--- config.mk ---
export PLATFORM = sky130hd
export DESIGN_NAME = scan_reg_port
export DESIGN_NICKNAME = d
export VERILOG_FILES = /design/src/rtl/scanport_pkg.sv /design/src/rtl/scanport_shifter.sv /design/src/rtl/scanport_gate.sv /design/src/rtl/scanport_access.sv /design/src/rtl/scan_reg_port.sv
export SDC_FILE = /design/constraint.sdc
export NUM_CORES = 1
export LEC_CHECK = 0
export ABC_AREA = 1
export BUFFER_PORTS_ARGS = -buffer_cell sky130_fd_sc_hd__buf_2
export CAP_MARGIN = 30
export CORE_MARGIN = 3
export CORE_UTILIZATION = 40
export CTS_BUF_LIST = sky130_fd_sc_hd__clkbuf_4
export DETAILED_ROUTE_END_ITERATION = 7
export PLACE_DENSITY = 0.72
export SYNTH_ARGS = -nofsm -noshare
export SYNTH_HDL_FRONTEND = slang
export SYNTH_SLANG_ARGS = --single-unit
--- constraint.sdc ---
create_clock -name clk -period 1.1 [get_ports clk]
set_clock_uncertainty 0.2 [all_clocks]
set_input_delay 0.22 -clock clk [delete_from_list [all_inputs] [get_ports clk]]
set_output_delay 0.22 -clock clk [all_outputs]
set_load 0.02 [all_outputs]
--- src/rtl/scanport_pkg.sv ---
// Package: shared widths and the direction encoding of the scan frame.
// Assumes that the frame is data, then address, then flag, from bit 0 upward.
package scanport_pkg;
    localparam int DATA_W = 32;
    localparam int ADDR_W = 7;

    typedef enum logic {
        ACC_READ  = 1'b0,
        ACC_WRITE = 1'b1
    } acc_kind_e;
endpackage

--- src/rtl/scanport_shifter.sv ---
// Module: serial shift path of the frame.
// On capture it loads the supplied parallel value. On shift it moves tdi in at
// the top and drops bit 0. Capture takes priority over shift.
// Assumes that the strobes are one-cycle enables synchronous to clk.
module scanport_shifter #(
    parameter int FRAME_W = 40
) (
    input  logic               clk,
    input  logic               rst_n,
    input  logic               cap_en,
    input  logic               shift_en,
    input  logic               tdi,
    input  logic [FRAME_W-1:0] load_val,
    output logic [FRAME_W-1:0] frame,
    output logic               tdo
);
    logic [FRAME_W-1:0] sr_q;

    // Shift register: reset, parallel capture, or a one-bit shift toward bit 0.
    always_ff @(posedge clk) begin
        if (!rst_n) begin
            sr_q <= '0;
        end else if (cap_en) begin
            sr_q <= load_val;
        end else if (shift_en) begin
            sr_q <= {tdi, sr_q[FRAME_W-1:1]};
        end
    end

    // Serial output is always the least significant bit.
    always_comb begin
        tdo   = sr_q[0];
        frame = sr_q;
    end
endmodule

--- src/rtl/scanport_gate.sv ---
// Module: decides whether an update strobe may start a bus access.
// A flag is set by any shift cycle and cleared by capture or update. An update
// that finds the flag clear does nothing.
// Assumes that capture and update are never raised in the same cycle.
module scanport_gate (
    input  logic clk,
    input  logic rst_n,
    input  logic cap_en,
    input  logic shift_en,
    input  logic upd_en,
    output logic fire
);
    logic seen_q;

    // Tracks whether any shift happened since the last capture or update.
    always_ff @(posedge clk) begin
        if (!rst_n) begin
            seen_q <= 1'b0;
        end else if (cap_en || upd_en) begin
            seen_q <= 1'b0;
        end else if (shift_en) begin
            seen_q <= 1'b1;
        end
    end

    // An access fires only in an update cycle that has a shift behind it.
    always_comb begin
        fire = upd_en && seen_q;
    end
endmodule

--- src/rtl/scanport_access.sv ---
// Module: decodes the shifted frame into a bus access and keeps the read result.
// The read data and its register number are held until the next read, and they
// are offered as the next capture value with the flag bit cleared.
// Assumes that the bus answers a read combinationally in the request cycle.
module scanport_access
    import scanport_pkg::*;
#(
    parameter int DW = DATA_W,
    parameter int AW = ADDR_W,
    localparam int FW = DW + AW + 1
) (
    input  logic          clk,
    input  logic          rst_n,
    input  logic          fire,
    input  logic [FW-1:0] frame,
    input  logic [DW-1:0] bus_rdata,
    output logic          bus_req,
    output logic          bus_wr,
    output logic [AW-1:0] bus_addr,
    output logic [DW-1:0] bus_wdata,
    output logic [FW-1:0] cap_val
);
    acc_kind_e     kind;
    logic [DW-1:0] hold_data_q;
    logic [AW-1:0] hold_addr_q;

    // Splits the frame into its fields and drives the bus request.
    always_comb begin
        kind      = acc_kind_e'(frame[FW-1]);
        bus_req   = fire;
        bus_wr    = (kind == ACC_WRITE);
        bus_addr  = frame[DW +: AW];
        bus_wdata = frame[DW-1:0];
    end

    // Stores the data and register number of the latest read.
    always_ff @(posedge clk) begin
        if (!rst_n) begin
            hold_data_q <= '0;
            hold_addr_q <= '0;
        end else if (fire && (kind == ACC_READ)) begin
            hold_data_q <= bus_rdata;
            hold_addr_q <= bus_addr;
        end
    end

    // Builds the capture word: flag cleared, then the held register number and data.
    always_comb begin
        cap_val = {1'b0, hold_addr_q, hold_data_q};
    end
endmodule

--- src/rtl/scan_reg_port.sv ---
// Module: top of the scan-chain register access port.
// Connects the shift path, the update gate and the bus access logic.
// Assumes that the strobes come from a controller state machine in the clk domain.
module scan_reg_port
    import scanport_pkg::*;
#(
    parameter int DW = DATA_W,
    parameter int AW = ADDR_W,
    localparam int FW = DW + AW + 1
) (
    input  logic          clk,
    input  logic          rst_n,
    input  logic          cap_en,
    input  logic          shift_en,
    input  logic          upd_en,
    input  logic          tdi,
    output logic          tdo,
    output logic          bus_req,
    output logic          bus_wr,
    output logic [AW-1:0] bus_addr,
    output logic [DW-1:0] bus_wdata,
    input  logic [DW-1:0] bus_rdata
);
    logic [FW-1:0] frame;
    logic [FW-1:0] cap_val;
    logic          fire;

    scanport_shifter #(.FRAME_W(FW)) u_shift (
        .clk      (clk),
        .rst_n    (rst_n),
        .cap_en   (cap_en),
        .shift_en (shift_en),
        .tdi      (tdi),
        .load_val (cap_val),
        .frame    (frame),
        .tdo      (tdo)
    );

    scanport_gate u_gate (
        .clk      (clk),
        .rst_n    (rst_n),
        .cap_en   (cap_en),
        .shift_en (shift_en),
        .upd_en   (upd_en),
        .fire     (fire)
    );

    scanport_access #(.DW(DW), .AW(AW)) u_acc (
        .clk       (clk),
        .rst_n     (rst_n),
        .fire      (fire),
        .frame     (frame),
        .bus_rdata (bus_rdata),
        .bus_req   (bus_req),
        .bus_wr    (bus_wr),
        .bus_addr  (bus_addr),
        .bus_wdata (bus_wdata),
        .cap_val   (cap_val)
    );
endmodule

==> results.md, run 1 <==
- Status: finished with violations
- Failing checks: negative setup slack
- Routability cong.: 0.821
- Post-synthesis register bit count: 80
- Total grt overflow: 0
- CP startpoint kind: flip-flop
- Launch point of the worst reg-to-reg path: u_shift.frame[39]
- HPWL reported at the end of detailed placement: 5450 microns
- Htree depth: 3
- Largest net degree at the start of global routing: 42
- Clock root buffer: clkbuf_4
- Clock slew at reported path FFs: approximately 0.14 ns
- Max FO, Critical Path: 2
- Die width: a little over 100 microns
- Number of synthesis warnings: 0
- Clk buf depth: 2
- Clock Latency Late Sink: between 0.4 and 0.5 ns
- Top post-synthesis cells by area: dfxtp_1, nand2_1, nor2_1, inv_1, nor3_1
- Final worst path period share: 1.37
- Setup TNS: -19.12 ns
- Crit end category: output pin
- Number of global-route vias before repair: 3450
- Pwr/cell area: 1270 nW/um^2
- Synth area leader: dfxtp_1
- Clock Sinks: 80
- I/O pins: 80
- Sequential-to-total area share from yosys stat: 0.448
- Power Total: 7300 uW
- Fill count: 673
- Via density: 4.63
- Max Freq: 0.665 GHz
- CP startpoint: u_gate.seen_q
- Worst hold margin: roughly 0.026 ns
- Min-delay src: rst_n
- Post-synthesis cell area: around 3600 sq um
- Final WS setup: -0.404 ns
- Critical path arrival: 1.08 ns
- Detailed-route DRC error count: 0
- Final setup viols: 83
- Initial Util: 0.422
- DR iter-0 viols: 159
- Setup Crit Path Kind: flip-flop to output pin
- RSZ-0062 raised after global routing: yes
- EDFF count, synth: 0
- Total CTS buffers: 9
- Routed Antenna Nets: 0
- Req. time, crit path: roughly 0.7 ns
- Async SR Flop Fraction: 0
- Avg WL per Cell: 13.1 microns
- First-pass DRT Iterations: 4
- Mapped Avg Cell Area: 6.42 sq um
- Worst hold path class: primary input to flip-flop
- Global-route wire length before repair: 15800 microns
- Max-cap check violation count: 0
- Area growth syn-to-layout: 60.1%
- Routed WL: 10800 microns
- Most common flop cell mapped by yosys: dfxtp_1
- Min Tclk post-route: 1.50 ns
- Tightest Pin Transition: 0.239 ns
- Netlist cell types: 13
- Max_slew headroom: 0.841
- Syn Inst Count: 557
- Reg area: 1660 sq um
- Core region area: 8460 sq um
- Max IR drop VDD: ~0.73 mV
- Synth cell count leaders: nand2_1, nor2_1, inv_1
- Initial antenna violation count: 0
- Die Span Y: 101 microns
- Synthesized Nets: between 500 and 600
- Most common cell in the netlist: nand2_1
- Final Hold Fails: 0
- Nets: between 700 and 800
- Row count: 33
- Static Leak: 0.00292 uW
- Post-synth top area share: 0.448
- Die ar.: 10100 sq um
- CTS tree: yes
- Multi-input logic area: 1680 sq um
- Vias: 3802
- Tot GR Track Use: 0.193
- Layout cells sized above 1: 0.363
- Antenna cell count: 0
- I/O Buffers: 79
- Slew Viols, Final: 0
worst max-delay path, cell delays in order (launching register included):
cell and delay, ns:
dfxtp_2 0.35, buf_6 0.12, nand2_4 0.05, inv_2 0.03, buf_6 0.12
power by group:
| part | leakage [uW] | switching [uW] | internal (uW) |
|---|---|---|---|
| logic | 0.00212 | 652 | 652 |
| registers | 0.000669 | 89.9 | 3040 |
| clock network | 0.000126 | 1040 | 1830 |
cells in the final DEF, fill, tap and decap left out, drive strengths merged:
cell type,synthesis,final
clkbuf,7,13
dfxtp,80,80
nor2,119,119
dlygate4sd3,0,34
nand2,160,160
nand3,40,40
nor3,40,40
a21oi,1,1
bufinv,0,6
buf,28,142
inv,82,82
flip-flops by register name, indices dropped and copies added (netlist names):
| register | flops |
|---|---|
| u_acc.hold_addr_q | 7 |
| u_acc.hold_data_q | 32 |
| u_gate.seen_q | 1 |
| u_shift.frame | 40 |
cells by family after synthesis:
kind of cell	after synthesis	synth area share
buffers and inverters	117	0.142
AOI/OAI and AO/OA	1	0.00140
DFF	80	0.448
and+or+nand+nor	359	0.408
metal layers:
metal	global-route usage	part of all wire
met5	0	0
met2	0.335	0.52
met4	0.0466	0.019
met1	0.239	0.41
met3	0.0519	0.048
per-stage QoR:
| stage | util | worst slack, ns | instance area (sq um) | instances |
|---|---|---|---|---|
| after global routing | 0.676 | -0.464 | 5720 | 822 |
| after floorplan | - | -0.0856 | 3620 | 557 |
| after detailed placement | 0.485 | -0.121 | 4110 | 721 |
| after global placement | 0.485 | -0.0977 | 4110 | 721 |
| after CTS | 0.628 | -0.415 | 5320 | 808 |
| final | 0.676 | -0.404 | 5720 | 822 |
final timing paths:
kind,endpoint,slack [ns],cells after the start
setup / recovery,bus_req,-0.40,4
hold / removal,u_acc.hold_data_q[30],0.03,4
setup reg to reg,u_acc.hold_data_q[25],-0.33,8
hold reg to reg,u_acc.hold_data_q[15],0.33,4
repair_timing:
action | CTS | global route
resized for setup | 133 | 64
pin swaps | 2 | 15
hold buffers | 34 | 1
hold endpoints to repair | 34 | 1
cloned | 0 | 7
setup buffers | 38 | 7
setup endpoints to repair | 81 | 91
final cells by class:
type,count,area share
timing repair buffer,180,0.296
multi-input combinational,360,0.293
sequential,80,0.290
inverter,82,0.0542
clock inverter,6,0.0315
tap,105,0.0230
clock buffer,9,0.0118
Note: power is estimated with default switching activity, not from simulation.
==> run 2: changes to the inputs <==
SKIP_CTS_REPAIR_TIMING = 1   (was unset)
==> run 2 against run 1 <==
Effect of this change:
- the flow still finishes with violations (negative setup slack)
- worst hold slack worse by 0.0037 ns
- flip-flop and latch count stayed put
- cell count is 2.8% lower
- die area stayed put
- worst setup slack worse by 0.042 ns
- non-clock buffer count is 23 lower
- sequential share of layout area is 1.4 points higher
- clock power hardly changed
==> results.md, run 2 (synthesized netlist as in run 1, its figures left out) <==
- Static Leak: 0.00278 uW (-4.8%)
- Fin util: 0.647 (-0.0291)
- Most frequent cells in the layout: nand2_1, nor2_1, inv_1
- Failing checks: negative setup slack
- RSZ-0062 raised after global routing: yes
- Multi-input logic area: 1630 sq um (-2.7%)
- Layout cells sized above 1: 0.321 (-0.0413)
- HPWL reported at the end of detailed placement: 5450 microns (unchanged)
- Final setup viols: 82 (-1.2%)
- Max IR drop VDD: 0.730 mV (-0.12%)
- CP startpoint kind: flip-flop
- Reg area: 1670 sq um (+0.30%)
- Tightest Pin Transition: 0.257 ns (+0.0178 ns)
- Fin area: 5480 sq um (-4.3%)
- Cell area after placement: 4110 sq um (unchanged)
- Logic pwr share: 0.165 (-0.014)
- Core region area: 8460 sq um (unchanged)
- Max-cap check violation count: 0 (unchanged)
- Row count: 33 (unchanged)
- Routed WL: 10300 microns (-4.4%)
- Worst hold path class: primary input to flip-flop
- I/O Buffers: 79 (unchanged)
- DR iter-0 viols: 136 (-14%)
- Tot GR Track Use: 0.166 (-0.0275)
- Largest register FFs: 40 (unchanged)
- Clock slew at reported path FFs: 0.12 ns (-0.02 ns)
- Min-delay src: shift_en
- Avg WL per Cell: 12.9 microns (-1.7%)
- Pint: 5450 uW (-1.3%)
- Slew Viols, Final: 0 (unchanged)
- Area growth syn-to-layout: 53.2%
- CTS tree: yes
- Initial Util: 0.422 (unchanged)
- Die Span Y: 101 microns (unchanged)
- Total CTS buffers: 9 (unchanged)
- Final worst path period share: 1.41 (+0.0384)
- Clk buf depth: 2 (unchanged)
- Number of global-route vias before repair: 3024 (-12%)
- Crit end category: output pin
- Clock Sinks: 80 (unchanged)
- Switching share of power: 0.242 (-0.00184)
- Via density: 4.63 (+0.12%)
- Setup Crit Path Kind: flip-flop to output pin
- Global-route wire length before repair: 13800 microns (-13%)
- Leading cell type in the layout, fill and taps excluded: nand2_1
- Clock power frac: 0.398 (+0.006)
- Flop-to-flop setup slack: -0.39 ns (-0.06 ns)
- I/O pins: 80 (unchanged)
- Switch Pwr: 1740 uW (-2.3%)
- Routed Antenna Nets: 0 (unchanged)
- Die width: 101 microns (unchanged)
- CP startpoint: u_gate.seen_q
- Final WS setup: -0.446 ns (-0.0422 ns)
- Req. time, crit path: 0.68 ns (about the same)
- Fill count: 700 (+4.0%)
- Status: finished with violations
- Antenna cell count: 0 (unchanged)
- Launch point of the worst reg-to-reg path: u_shift.frame[39]
- Vias: 3700 (-2.7%)
- Setup TNS: -22.97 ns (-3.85 ns)
- Final Hold Fails: 0 (unchanged)
- First-pass DRT Iterations: 4 (unchanged)
- Max FO, Critical Path: 2 (unchanged)
- Max Freq: 0.647 GHz (-2.7%)
- Total grt overflow: 0 (unchanged)
- Critical path arrival: 1.13 ns (+0.05 ns)
- Htree depth: 3 (unchanged)
- Min Tclk post-route: 1.55 ns (+0.0422 ns)
- Max_slew headroom: 0.829 (-0.0118)
- Largest net degree at the start of global routing: 42 (unchanged)
- Pwr/cell area: 1310 nW/um^2 (+2.9%)
- Clock Latency Late Sink: 0.42 ns (about the same)
- Detailed-route DRC error count: 0 (unchanged)
- Initial antenna violation count: 0 (unchanged)
- Die ar.: 10100 sq um (unchanged)
- Nets: 728 (-3.1%)
- Sequential share of power: 0.437 (+0.008)
- Routability cong.: 0.821 (unchanged)
- Clock root buffer: clkbuf_4
==> run 2: routing by layer <==
metal,global-route usage,share of wire
met5,0,0
met4,0.0394,0.024
met3,0.0498,0.045
met2,0.273,0.50
met1,0.214,0.43
==> run 2: per-stage QoR <==
| stage | std cells | power [uW] | hold WS, ns | worst slack, ns |
|---|---|---|---|---|
| floorplan | 557 | 3720 | 0.0980 | -0.0856 |
| global placement | 721 | 3980 | 0.241 | -0.0977 |
| detailed placement | 721 | 4000 | 0.251 | -0.121 |
| CTS | 736 | 6840 | -0.216 | -0.535 |
| global route | 799 | 7500 | 0.000916 | -0.523 |
| finish | 799 | 7190 | 0.0220 | -0.446 |
==> run 2: worst paths after layout <==
check	cells past startpoint	endpoint
setup reg to reg	7	u_acc.hold_data_q[13]
hold / removal	4	u_shift.frame[39]
setup / recovery	4	bus_req
hold reg to reg	2	u_shift.frame[1]
==> run 2: power by group through the flow <==
| stage | clock (uW) | sequential, uW | combinational (uW) |
|---|---|---|---|
| floorplan | 0 | 3270 | 445 |
| global placement | 0 | 3170 | 803 |
| detailed placement | 0 | 3180 | 819 |
| CTS | 2910 | 3110 | 825 |
| global route | 3050 | 3160 | 1300 |
| finish | 2860 | 3140 | 1190 |
==> run 2: cell type report <==
class                           instances  share of cell area
Clock buffer                            9              0.0123
Clock inverter                          6              0.0329
Inverter                               82              0.0566
Multi-Input combinational cell        360               0.298
Sequential cell                        80               0.304
Tap cell                              105              0.0240
Timing Repair Buffer                  157               0.272
==> run 2: worst max-delay path, cell delays in order (launching register included) <==
cell and delay, ns:
dfxtp_2 0.39, buf_6 0.12, nand2_4 0.04, inv_2 0.05
buf_6 0.11
==> run 3: changes to the inputs <==
ABC_AREA = unset   (was 1)
==> run 3 against run 2 <==
Effect of this change:
- the flow still finishes with violations (negative setup slack)
- cell count fell by 24%
- flip-flop and latch count did not move
- register-to-register slack improved by 0.06 ns
- first-iteration DRC count fell by 21%
- design area rose by 2.0%
- global-route usage fell by 1.6 points
- power fell by 15%
- via count fell by 20%
- count of clock-buffer cells in the layout did not move
- critical path depth fell by 2
- worst setup slack improved by 0.10 ns
- sequential share of layout area fell by 0.64 points
- critical endpoint unchanged
==> results.md, run 3 <==
- Most common flop cell mapped by yosys: dfxtp_1
- Global-route wire length before repair: 12300 microns (-11%)
- Setup TNS: -23.36 ns (-0.393 ns)
- Layer carrying the most global-route usage: met2
- Final worst path period share: 1.31 (-0.0917)
- Die Span Y: 101 microns (+0.23%)
- Pwr/cell area: 1090 nW/um^2 (-17%)
- Core region area: 8460 sq um (unchanged)
- Hold path depth: 3 (-1)
- Min-delay src: rst_n
- Total grt overflow: 0 (unchanged)
- Synth area leader: dfxtp_1
- Max IR drop VDD: 0.713 mV (-2.3%)
- Leading cell type in the layout, fill and taps excluded: nand2_1
- Tightest Pin Transition: 0.186 ns (-0.0705 ns)
- HPWL reported at the end of detailed placement: 5210 microns (-4.5%)
- Largest net degree at the start of global routing: 34 (-19%)
- R2r worst-path depth: 4 (-3)
- Logic pwr share: 0.189 (+0.024)
- Switch Pwr: 1530 uW (-12%)
- Final WS setup: -0.346 ns (+0.101 ns)
- Mapped Avg Cell Area: 10.2 sq um (+59%)
- Synthesized Nets: 391 (-34%)
- Worst hold path class: primary input to flip-flop
- Sequential share of power: 0.507 (+0.070)
- Switching share of power: 0.251 (+0.00845)
- Tot GR Track Use: 0.150 (-0.0158)
- Clock slew at reported path FFs: 0.12 ns (about the same)
- DR iter-0 viols: 107 (-21%)
- Worst Hold Path EP: u_shift.frame[35]
- EDFF count, synth: 0 (unchanged)
- Post-synthesis cell area: 3590 sq um (+0.49%)
- Number of synthesis warnings: 0 (unchanged)
- Worst R2R End: u_acc.hold_data_q[19]
- First-pass DRT Iterations: 4 (unchanged)
- Multi-input logic area: 1950 sq um (+20%)
- Largest register FFs: 40 (unchanged)
- Most common cell in the netlist: dfxtp_1
- Req. time, crit path: 0.68 ns (about the same)
- Post-Synth XOR/XNOR Area: 0 (unchanged)
- Detailed-route DRC error count: 0 (unchanged)
- Die width: 101 microns (+0.23%)
- Top post-synthesis cells by area: dfxtp_1, mux2i_1, o211a_1, mux2_2, nand2_1
- I/O pins: 80 (unchanged)
- Layout cells sized above 1: 0.454 (+0.133)
- Via density: 4.90 (+5.8%)
- Setup WS pre-CTS: -0.330 ns (-0.209 ns)
- Met1 Use GR: 0.187 (-0.0277)
- Adder-cell share of the synthesized area: 0 (unchanged)
- Initial Util: 0.424 (+0.00207)
- Simple-gate area share of the yosys netlist: 0.159 (-0.250)
- Static Leak: 0.00278 uW (about the same)
- Final Hold Fails: 0 (unchanged)
- Final setup viols: 120 (+46%)
- Status: finished with violations
- CP cell instances: and2_4 -> buf_6
- Routed WL: 9010 microns (-13%)
- Met3 Use GR: 0.0325 (-0.0173)
- Max-cap check violation count: 0 (unchanged)
- Nets: 537 (-26%)
- CP startpoint kind: flip-flop
- Compound-Gate Fraction of Synth Area: 0.109 (+0.107)
- Min Tclk post-route: 1.45 ns (-0.101 ns)
- Fill count: 610 (-13%)
- Reg area: 1660 sq um (-0.15%)
- Routability cong.: 0.736 (-10%)
- Initial antenna violation count: 0 (unchanged)
- Launch point of the worst reg-to-reg path: u_shift.frame[39]
- Pint: 4570 uW (-16%)
- Avg WL per Cell: 14.8 microns (+15%)
- Die ar.: 10200 sq um (+0.46%)
- Failing checks: negative setup slack
- Antenna cell count: 0 (unchanged)
- Max_slew headroom: 0.875 (+0.0460)
- Synth cell count leaders: dfxtp_1, nand2_1, mux2i_1, nand2b_1, o211a_1
- Post-synthesis mux area share: 0.234 (+0.234)
- Slowest stage delay, CP: 0.37 ns (-0.02 ns)
- Sequential-to-total area share from yosys stat: 0.446 (-0.00218)
- RSZ-0062 raised after global routing: yes
- Htree depth: 3 (unchanged)
- Flop-to-flop setup slack: -0.33 ns (+0.06 ns)
- Post-synthesis register bit count: 80 (unchanged)
- Row count: 33 (unchanged)
- CTS tree: yes
- I/O Buffers: 79 (unchanged)
- Clock Sinks: 80 (unchanged)
- Most frequent cells in the layout: nand2_1, buf_6, nand2b_1
- Fin util: 0.660 (+0.0129)
- Max FO, Critical Path: 3 (+1)
- Netlist cell types: 17 (+4)
- Max Freq: 0.692 GHz (+7.0%)
- Total CTS buffers: 9 (unchanged)
- Clk buf depth: 2 (unchanged)
- Clock Latency Late Sink: 0.41 ns (about the same)
- Syn Inst Count: 353 (-37%)
- M2 GR Usage: 0.252 (-0.0205)
- Power Total: 6100 uW (-15%)
- Crit end category: output pin
- Async SR Flop Fraction: 0 (unchanged)
- Vias: 2973 (-20%)
- Critical path arrival: 1.03 ns (-0.10 ns)
- CP max-delay cell: dfxtp_2
- Area growth syn-to-layout: 55.5%
- Setup Crit Path Kind: flip-flop to output pin
- Slew Viols, Final: 0 (unchanged)
- Routed Antenna Nets: 0 (unchanged)
- Number of global-route vias before repair: 2641 (-13%)
- Clock root buffer: clkbuf_4
- Main combinational cell family by area after synthesis: multiplexers
- Clock power frac: 0.305 (-0.093)
- Post-synth top area share: 0.446 (-0.00218)
[run 3: cell types whose count changed after synthesis, moves of 40 or more]
cell      delta
nand2b_1    +40
nand2_1     -82
inv_1       -82
mux2i_1     +40
nor2_1     -116
[run 3: area by class of cell]
cell class,instances,area share
repair buffers,167,0.304
clock buffers,9,0.0121
multi-input cells,241,0.350
clock inverters,5,0.0132
well taps,105,0.0235
flip-flops and latches,80,0.298
[run 3: worst max-delay path by stage]
stage               cells after the start                     to               from  slack, ns
floorplan                               5  u_acc.hold_data_q[21]  u_shift.frame[39]      -0.30
global placement                        4      u_shift.frame[38]           shift_en      -0.30
global route                            2                bus_req      u_gate.seen_q      -0.40
detailed placement                      4      u_shift.frame[38]           shift_en      -0.33
finish                                  2                bus_req      u_gate.seen_q      -0.35
CTS                                     2          bus_wdata[15]  u_shift.frame[15]      -0.42
[run 3: cells by family (layout without fill, tap and decap cells)]
logic type | count (synthesis) | after routing
compound gates | 39 | 39
mux | 79 | 79
buf+inv | 32 | 181
flops | 80 | 80
simple gates | 123 | 123
[run 3: worst max-delay path, delay by kind of cell (launching register included)]
kind	cells	cell delay (ns)
buf+inv	1	0.10
flops	1	0.37
simple gates	1	0.14
[run 3: power by group through the flow]
| stage | clock network [uW] | registers, uW | logic [uW] |
|---|---|---|---|
| final | 1860 | 3090 | 1150 |
| after floorplan | 0 | 3200 | 482 |
| after detailed placement | 0 | 3130 | 837 |
| after CTS | 1910 | 3060 | 841 |
| after global routing | 2020 | 3100 | 1230 |
| after global placement | 0 | 3130 | 818 |
[run 3: per-stage QoR]
step | area (sq um) | instances | hold slack [ns]
2_1_floorplan | 3770 | 353 | 0.0993
3_3_place_gp | 4370 | 527 | 0.237
3_5_place_dp | 4370 | 527 | 0.243
4_1_cts | 4510 | 541 | -0.195
5_1_grt | 5590 | 607 | 0.0392
6_report | 5590 | 607 | 0.0615
[run 3: layer usage]
layer,vias up,share of wire
li1,1494,-
met1,1413,0.44
met2,57,0.51
met3,9,0.033
met4,0,0.0092
met5,-,0
